[src/rtl/tli_pkg.sv]
package tli_pkg;

   typedef enum logic [1:0] {
      TLI_REPEAT  = 2'd0,
      TLI_ONESHOT = 2'd1,
      TLI_LEVEL   = 2'd2
   } tli_mode_e;

   localparam int TLI_NCH = 2;

endpackage

[src/rtl/tli_cmp.sv]
module tli_cmp #(
   parameter int TW = 12
) (
   input  logic [TW-1:0] reading,
   input  logic [TW-1:0] trip,
   input  logic [TW-1:0] release_lvl,
   output logic          above,
   output logic          below
);

   always_comb begin
      above = $signed(reading) > $signed(trip);
      below = $signed(reading) < $signed(release_lvl);
   end

endmodule

[src/rtl/tli_chan.sv]
module tli_chan
   import tli_pkg::*;
(
   input  logic      clk,
   input  logic      rst_n,
   input  logic      conv,
   input  logic      clr,
   input  tli_mode_e mode,
   input  logic      above,
   input  logic      below,
   output logic      act,
   output logic      flag
);

   logic hot, hot_nx, flag_nx, fresh;

   always_comb begin
      hot_nx = above | (hot & ~below);
      fresh  = above & ~hot;
      flag_nx = flag;
      if (conv) begin
         unique case (mode)
            TLI_REPEAT:  flag_nx = hot_nx;
            TLI_ONESHOT: flag_nx = flag | fresh;
            TLI_LEVEL:   flag_nx = flag | hot_nx;
            default:     flag_nx = flag;
         endcase
      end
      if (clr) flag_nx = 1'b0;
   end

   always_ff @(posedge clk or negedge rst_n) begin
      if (!rst_n) begin
         hot  <= 1'b0;
         flag <= 1'b0;
      end else begin
         flag <= flag_nx;
         if (conv) hot <= hot_nx;
      end
   end

   assign act = (mode == TLI_LEVEL) ? hot : flag;


   idle_hold_chk: assert property (@(posedge clk) disable iff (!rst_n)
      !conv && !clr |=> $stable(flag) && $stable(hot));


   clr_wins_chk: assert property (@(posedge clk) disable iff (!rst_n)
      clr |=> !flag);


   cool_release_chk: assert property (@(posedge clk) disable iff (!rst_n)
      conv && below |=> !hot);


   equal_no_trip_chk: assert property (@(posedge clk) disable iff (!rst_n)
      conv && !above && !hot |=> !hot);


   oneshot_quiet_chk: assert property (@(posedge clk) disable iff (!rst_n)
      conv && mode == TLI_ONESHOT && hot && !flag |=> !flag);

endmodule

[src/rtl/temp_limit_irq.sv]
module temp_limit_irq
   import tli_pkg::*;
#(
   parameter int TW           = 12,
   parameter bit INT_ACT_HIGH = 1'b1
) (
   input  logic          clk,
   input  logic          rst_n,
   input  logic          conv_done,
   input  logic [TW-1:0] temp,
   input  logic [TW-1:0] hot_lim,
   input  logic [TW-1:0] hot_hyst,
   input  logic [TW-1:0] ot_lim,
   input  logic [TW-1:0] ot_hyst,
   input  logic          int_mode,
   input  logic          os_mode,
   input  logic          stat_rd,
   input  logic          int_clr,
   output logic          int_o,
   output logic          os_n,
   output logic [1:0]    status
);

   localparam int CH_INT = 0;
   localparam int CH_OS  = 1;

   if (TW < 4 || TW > 32) begin : g_bad_tw
      $error("temp_limit_irq: TW must lie in 4..32");
   end

   tli_mode_e                 ch_mode [TLI_NCH];
   logic [TLI_NCH-1:0]        ch_clr, ch_above, ch_below, ch_act, ch_flag;

   assign ch_mode[CH_INT] = int_mode ? TLI_ONESHOT : TLI_REPEAT;
   assign ch_mode[CH_OS]  = os_mode  ? TLI_LEVEL   : TLI_ONESHOT;
   assign ch_clr[CH_INT]  = stat_rd | int_clr;
   assign ch_clr[CH_OS]   = stat_rd;

   for (genvar g = 0; g < TLI_NCH; g++) begin : g_ch
      tli_cmp #(.TW(TW)) u_cmp (
         .reading     (temp),
         .trip        ((g == CH_INT) ? hot_lim  : ot_lim),
         .release_lvl ((g == CH_INT) ? hot_hyst : ot_hyst),
         .above       (ch_above[g]),
         .below       (ch_below[g])
      );
      tli_chan u_chan (
         .clk   (clk),
         .rst_n (rst_n),
         .conv  (conv_done),
         .clr   (ch_clr[g]),
         .mode  (ch_mode[g]),
         .above (ch_above[g]),
         .below (ch_below[g]),
         .act   (ch_act[g]),
         .flag  (ch_flag[g])
      );
   end

   if (INT_ACT_HIGH) begin : g_int_hi
      assign int_o = ch_act[CH_INT];
   end else begin : g_int_lo
      assign int_o = ~ch_act[CH_INT];
   end

   assign os_n   = ~ch_act[CH_OS];
   assign status = ch_flag;


   level_trip_chk: assert property (@(posedge clk) disable iff (!rst_n)
      conv_done && os_mode && ch_above[CH_OS] |=> !os_n);


   level_clear_immune_chk: assert property (@(posedge clk) disable iff (!rst_n)
      os_mode && !conv_done && stat_rd && $past(os_mode) |=> $stable(os_n));


   read_release_chk: assert property (@(posedge clk) disable iff (!rst_n)
      stat_rd |=> status == 2'b00);


   intclr_keeps_os_chk: assert property (@(posedge clk) disable iff (!rst_n)
      int_clr && !stat_rd && !conv_done |=> $stable(status[CH_OS]));

endmodule

[config.mk]
export PLATFORM = sky130hd
export DESIGN_NAME = temp_limit_irq
export DESIGN_NICKNAME = d
export VERILOG_FILES = /design/src/rtl/tli_pkg.sv /design/src/rtl/tli_cmp.sv /design/src/rtl/tli_chan.sv /design/src/rtl/temp_limit_irq.sv
export SDC_FILE = /design/constraint.sdc
export NUM_CORES = 1
export LEC_CHECK = 0
export ABC_AREA = 1
export BUFFER_PORTS_ARGS = -buffer_cell sky130_fd_sc_hd__buf_2
export CAP_MARGIN = 0
export CORE_MARGIN = 10
export CORE_UTILIZATION = 52
export CTS_BUF_LIST = sky130_fd_sc_hd__clkbuf_4 sky130_fd_sc_hd__clkbuf_8 sky130_fd_sc_hd__clkbuf_16
export DETAILED_ROUTE_END_ITERATION = 12
export PLACE_DENSITY_LB_ADDON = 0.15
export RECOVER_POWER = 50
export SETUP_SLACK_MARGIN = 0.02
export SKIP_CTS_REPAIR_TIMING = 1
export SYNTH_ARGS = -nofsm -noshare
export SYNTH_HDL_FRONTEND = slang
export SYNTH_SLANG_ARGS = --single-unit
[constraint.sdc]
create_clock -name clk -period 2.4 [get_ports clk]
set_input_delay 0.12 -clock clk [delete_from_list [all_inputs] [get_ports clk]]
set_output_delay 0.12 -clock clk [all_outputs]
set_load 0.05 [all_outputs]
Word level (Yosys, flattened, before mapping)
Index checks and enable logic that the tools add are counted.
{ "classes": {"n_lt_le_gt_ge": 4, "mux": 10, "bitwise_logic": 16, "n_reduce_logical": 8, "n_eq_ne": 4} }
{ "ops": {"columns": ["op", "n"], "rows": [
  ["$gt 12x12->1", 2],
  ["$lt 12x12->1", 2],
  ["$reduce_bool 4->1", 2],
  ["$mux 1", 7],
  ["$or 1x1->1", 7],
  ["$pmux 1 s3", 2],
  ["$not 1->1", 5],
  ["$and 1x1->1", 4],
  ["$logic_not 2->1", 2],
  ["$reduce_and 2->1", 2],
  ["$reduce_bool 2->1", 2],
  ["$eq 1x2->1 const B", 1],
  ["$eq 2x1->1 const B", 1],
  ["$eq 2x2->1 const B", 1],
  ["$mux 2", 1],
  ["$eq 1x1->1 const B", 1]
]} }
{ "word_totals": {"regBits": 4, "output_inout_bits": 4} }

Logic depth before layout (Yosys ltp)
{ "depth": {"ltp_word": 8, "depth_mapped": 17} }

Cells and area by module
From an unflattened synthesis, not the netlist that was laid out.
{ "hier_totals": {"cells_unflattened": 300, "area_unflattened_um2": 1734.2} }
{ "modules_own_cells": {"columns": ["mod", "area_each_um2", "instances", "seq_area_each_um2", "cells_per_inst"], "rows": [
  ["tli_cmp", 669.4, 2, 0.0, 117],
  ["tli_chan", 186.4, 2, 50.0, 30],
  ["temp_limit_irq", 22.5, 1, 0.0, 6]
]} }

Worst setup path before layout
No wires, ideal clock.
{ "synth_path": {"path_kind": "register -> output", "startpoint": "register g_ch[1].u_chan.hot", "endpoint": "output port os_n", "stages_incl_launch_ff": 2, "path_slack_ns": 0.805, "path_buffers": 0, "arrival_time_ns": 1.475, "path_cell_list": "dfrtp_1 o21ai_0"} }
{ "synth_between": {"elab_chain_cells": 2} }
{ "synth_rtl": {"columns": ["item", "line_no", "source"], "rows": [
  ["start: declaration", "tli_chan.sv:15", "logic hot, hot_nx, flag_nx, fresh;"],
  ["start signal: assignment", "tli_chan.sv:38", "if (conv) hot <= hot_nx;"],
  ["$mux 1", "tli_chan.sv:42", "assign act = (mode == TLI_LEVEL) ? hot : flag;"],
  ["$not 1->1", "temp_limit_irq.sv:66", "assign os_n = ~ch_act[CH_OS];"],
  ["end: declaration", "temp_limit_irq.sv:20", "output logic os_n,"]
]} }
No other way between the ends.

Worst setup path in the final report
{ "layout_path": {"startpoint": "input port temp[11]", "endpoint": "register g_ch[0].u_chan.flag"} }
{ "layout_between": {"elab_chain_cells": 8, "word_cells_on_any_way": 11} }
{ "layout_rtl": {"columns": ["item", "line_no", "source"], "rows": [
  ["start: declaration", "temp_limit_irq.sv:10", "input logic [TW-1:0] temp,"],
  ["$lt 12x12->1", "tli_cmp.sv:13", "below = $signed(reading) < $signed(release_lvl);"],
  ["$not 1->1", "tli_chan.sv:18", "hot_nx = above | (hot & ~below);"],
  ["$and 1x1->1", "tli_chan.sv:18", null],
  ["$or 1x1->1", "tli_chan.sv:18", null],
  ["$or 1x1->1", "tli_chan.sv:25", "TLI_LEVEL: flag_nx = flag | hot_nx;"],
  ["$pmux 1 s3 *", "tli_chan.sv:22", "unique case (mode)"],
  ["$mux 1 *", "tli_chan.sv:21", "if (conv) begin"],
  ["$mux 1 *", "tli_chan.sv:29", "if (clr) flag_nx = 1'b0;"],
  ["end signal: assignment", "tli_chan.sv:37", "flag <= flag_nx;"],
  ["end: declaration", "tli_chan.sv:12", "output logic flag"]
]} }
Every way passes the cells marked *; elsewhere a longest branch is shown, timed or not. The select of a mux whose other input is x is not followed.
A chain may end at the register's enable or synchronous reset.

==> results.cfg <==
[placed_design]
gp_congestion = 0.877
io_buffers = 70
dp_hpwl_um = 3620
preCtsSetupSlack_ps = 680

[sta]
min_period_ps = 1470
finalWorstSetupSlack_ps = 927
maxSlewViolCount = 0
setup_tns_ps = 0
rsz0062_at_grt = false
timing.fmax_mhz = 679
hold_viol_final = 0
relSlewSlack = 0.601
post-route-period-util = 0.614
finalSetupViolCount = 0
fin_skew_ps = 0.0431
worstMarginPinSlew_ps = 601

[floorplanning]
initial_core_util = 0.554
dieArea_um2 = 5570
rows = 19
die_h_um = 74.6
io_pins = 71
core-area_um2 = 2810
die_w_um = 74.6

[global_route]
antenna_found_initial = 0
grt_use_met1 = 0.161
grt-busiest-layer = met2
grt_max_degree = 7
grt_usage = 0.144
met2_usage = 0.263
grt.met3_usage = 0.0460
grt_pass1_wl_um = 6670
grt_pass1_vias = 1725
overflow = 0

[final_layout]
multiInputGateArea_um2 = 1160
fill_cells = 286
regArea_um2 = 100
fin_nets = 436
area_growth_pct = 25.9
n_antenna_cell = 0
drive_gt1_frac = 0.255
final_core_util = 0.697

[routing]
dr_total_vias = 1713
drt-total-wl_um = 3840
detail-route-antenna-nets = 0
viasPerCell = 4.87
drtIter0Drc = 39
drtPass1Iterations = 4
drcViolationCount = 0
wire_per_inst_um = 10.9

[worst_setup_path]
path_max_fanout = 4
cp-end-kind = flop
worstSetupStartpointType = input port
critPathKind = in -> reg
crit_family = simple AND/OR/NAND/NOR gates
required_ps = 2510
crit_buf_inv = 1
critPathMaxStageDelay_ps = 340
crit_chain = buf_2 -> ha_1 -> nand2_1 -> nor2_1 -> nand2_1 -> nor2_1 -> nand2_1 -> nand2_1 -> nand2_1 -> nand3_1 -> nand2_2 -> nand2_1 -> nand2_1 -> nor2_1 -> nor2_1
crit_top_cell = nand2_1
worst_path_max_delay_cell = ha_1
critPathArrivalTime_ps = 1590

[clock_network]
cts-root-buf = clkbuf_4
clock_path_buffers = 2
htreeDepth = 1
insertion_delay_ps = 230
cts_buffers = 3
cts_sinks = 4
cts_tree = built
clk_pin_slew_worst_paths_ps = 40

[run_status]
outcome = finished, final reports clean

[yosys]
syn_avg_cell_area_um2 = 6.24
ys_seq_area_frac = 0.0645
synth.distinct_cells = 21
yosysWarnings = 0
ys_ff_latch = 4
syn-num-nets = 362
netlist_area_um2 = 1550
syn_inst = 249

[pwr]
p_leak_uw = 0.00135
ir_drop_mv = 0.314
p_per_area_nw_per_um2 = 257

[min_path]
min_path_type = in -> reg

[run]
max_cap_viol_count = 0
==> state kept, by name, summed over array words and instances (netlist names) <==
signal / cells
g_ch.u_chan.flag: 2
g_ch.u_chan.hot: 2
==> cells by family (layout without fill, tap and decap cells) <==
group                      after synthesis  in the layout  synth area share
AOI/OAI and AO/OA                       32             32             0.106
DFF                                      4              4            0.0645
buffers and inverters                   76            148             0.189
and+or+nand+nor                         91             91             0.269
adders and majority gates               46             46             0.371
==> worst register-to-register path, cell delays in order, from the launching register on <==
cell	delay [ps]
dfrtp_1	380
nand3_1	120
nand2_2	60
nand2_1	50
nand2_1	40
nor2_1	80
nor2_1	40
==> power breakdown <==
| part | switching, uW | leakage (uW) | internal, uW | total [uW] |
|---|---|---|---|---|
| logic | 192 | 0.00129 | 144 | 336 |
| registers | 6.91 | 0.0000502 | 77.1 | 84.0 |
| clock network | 26.2 | 0.0000138 | 55.8 | 82.0 |
| total | 225 | 0.00135 | 277 | 502 |
==> Yosys cell counts <==
master / instances / area share
nand2_2: 4 / 0.016
clkinv_2: 1 / 0.0032
nor3_1: 3 / 0.0097
nand3_2: 1 / 0.0064
nand4_4: 1 / 0.014
nor2_4: 1 / 0.0073
a21oi_1: 21 / 0.068
o21bai_1: 1 / 0.0048
buf_4: 2 / 0.0097
o21ai_1: 2 / 0.0064
nand2_4: 1 / 0.0073
inv_2: 3 / 0.0073
ha_1: 46 / 0.37
nand3_1: 7 / 0.023
o21ai_0: 7 / 0.023
dfrtp_1: 4 / 0.064
nand4_1: 6 / 0.024
nor2_1: 8 / 0.019
nand2_1: 59 / 0.14
a21o_1: 1 / 0.0048
inv_1: 70 / 0.17
==> layout by cell type (no fill, tap or decap) <==
master and count:
nand2_2 4, o21ai_1 2, o21bai_1 1, nand4_1 6, dfrtp_1 4, buf_2 67, nand4_4 1, nand2_4 1
inv_2 3, nor2_1 8, o21ai_0 7, a21oi_1 21, ha_1 46, dlygate4sd3_1 1, nand2_1 59, nand3_1 7
a21o_1 1, clkinv_2 1, clkbuf_4 3, inv_1 70, nor2_4 1, nor3_1 3, clkbuf_1 3, nand3_2 1
==> metal layers <==
layer	wire length (um)	share of wire
met1	1660	0.43
met2	1860	0.48
met3	321	0.084
met4	0	0
met5	0	0
==> final cells by class <==
class	instances	area share
Clock buffer	3	0.0115
Inverter	74	0.143
Multi-Input combinational cell	169	0.592
Sequential cell	4	0.0512
Tap cell	31	0.0198
Timing Repair Buffer	71	0.182
==> worst paths after layout <==
kind                                     startpoint             endpoint  depth (start not counted)  slack [ps]
worst max-delay path                       temp[11]  g_ch[0].u_chan.flag                         15         930
worst min-delay path                      conv_done   g_ch[1].u_chan.hot                          2         130
worst max register to register   g_ch[0].u_chan.hot  g_ch[0].u_chan.flag                          6        1500
worst min register to register  g_ch[1].u_chan.flag  g_ch[1].u_chan.flag                          2         530
max in group asynchronous                     rst_n   g_ch[0].u_chan.hot                          2        1960
min in group asynchronous                     rst_n  g_ch[1].u_chan.flag                          2         250
==> stage by stage <==
stage	instance area [um2]	instances	power, uW	hold slack [ps]
after CTS	1950	351	512	-322
after global routing	1960	352	581	115
after global placement	1930	348	416	-69.7
after detailed placement	1930	348	424	-68.2
final	1960	352	502	125
after floorplan	1550	249	312	-176
No activity file was read; power rests on OpenSTA's default activity.
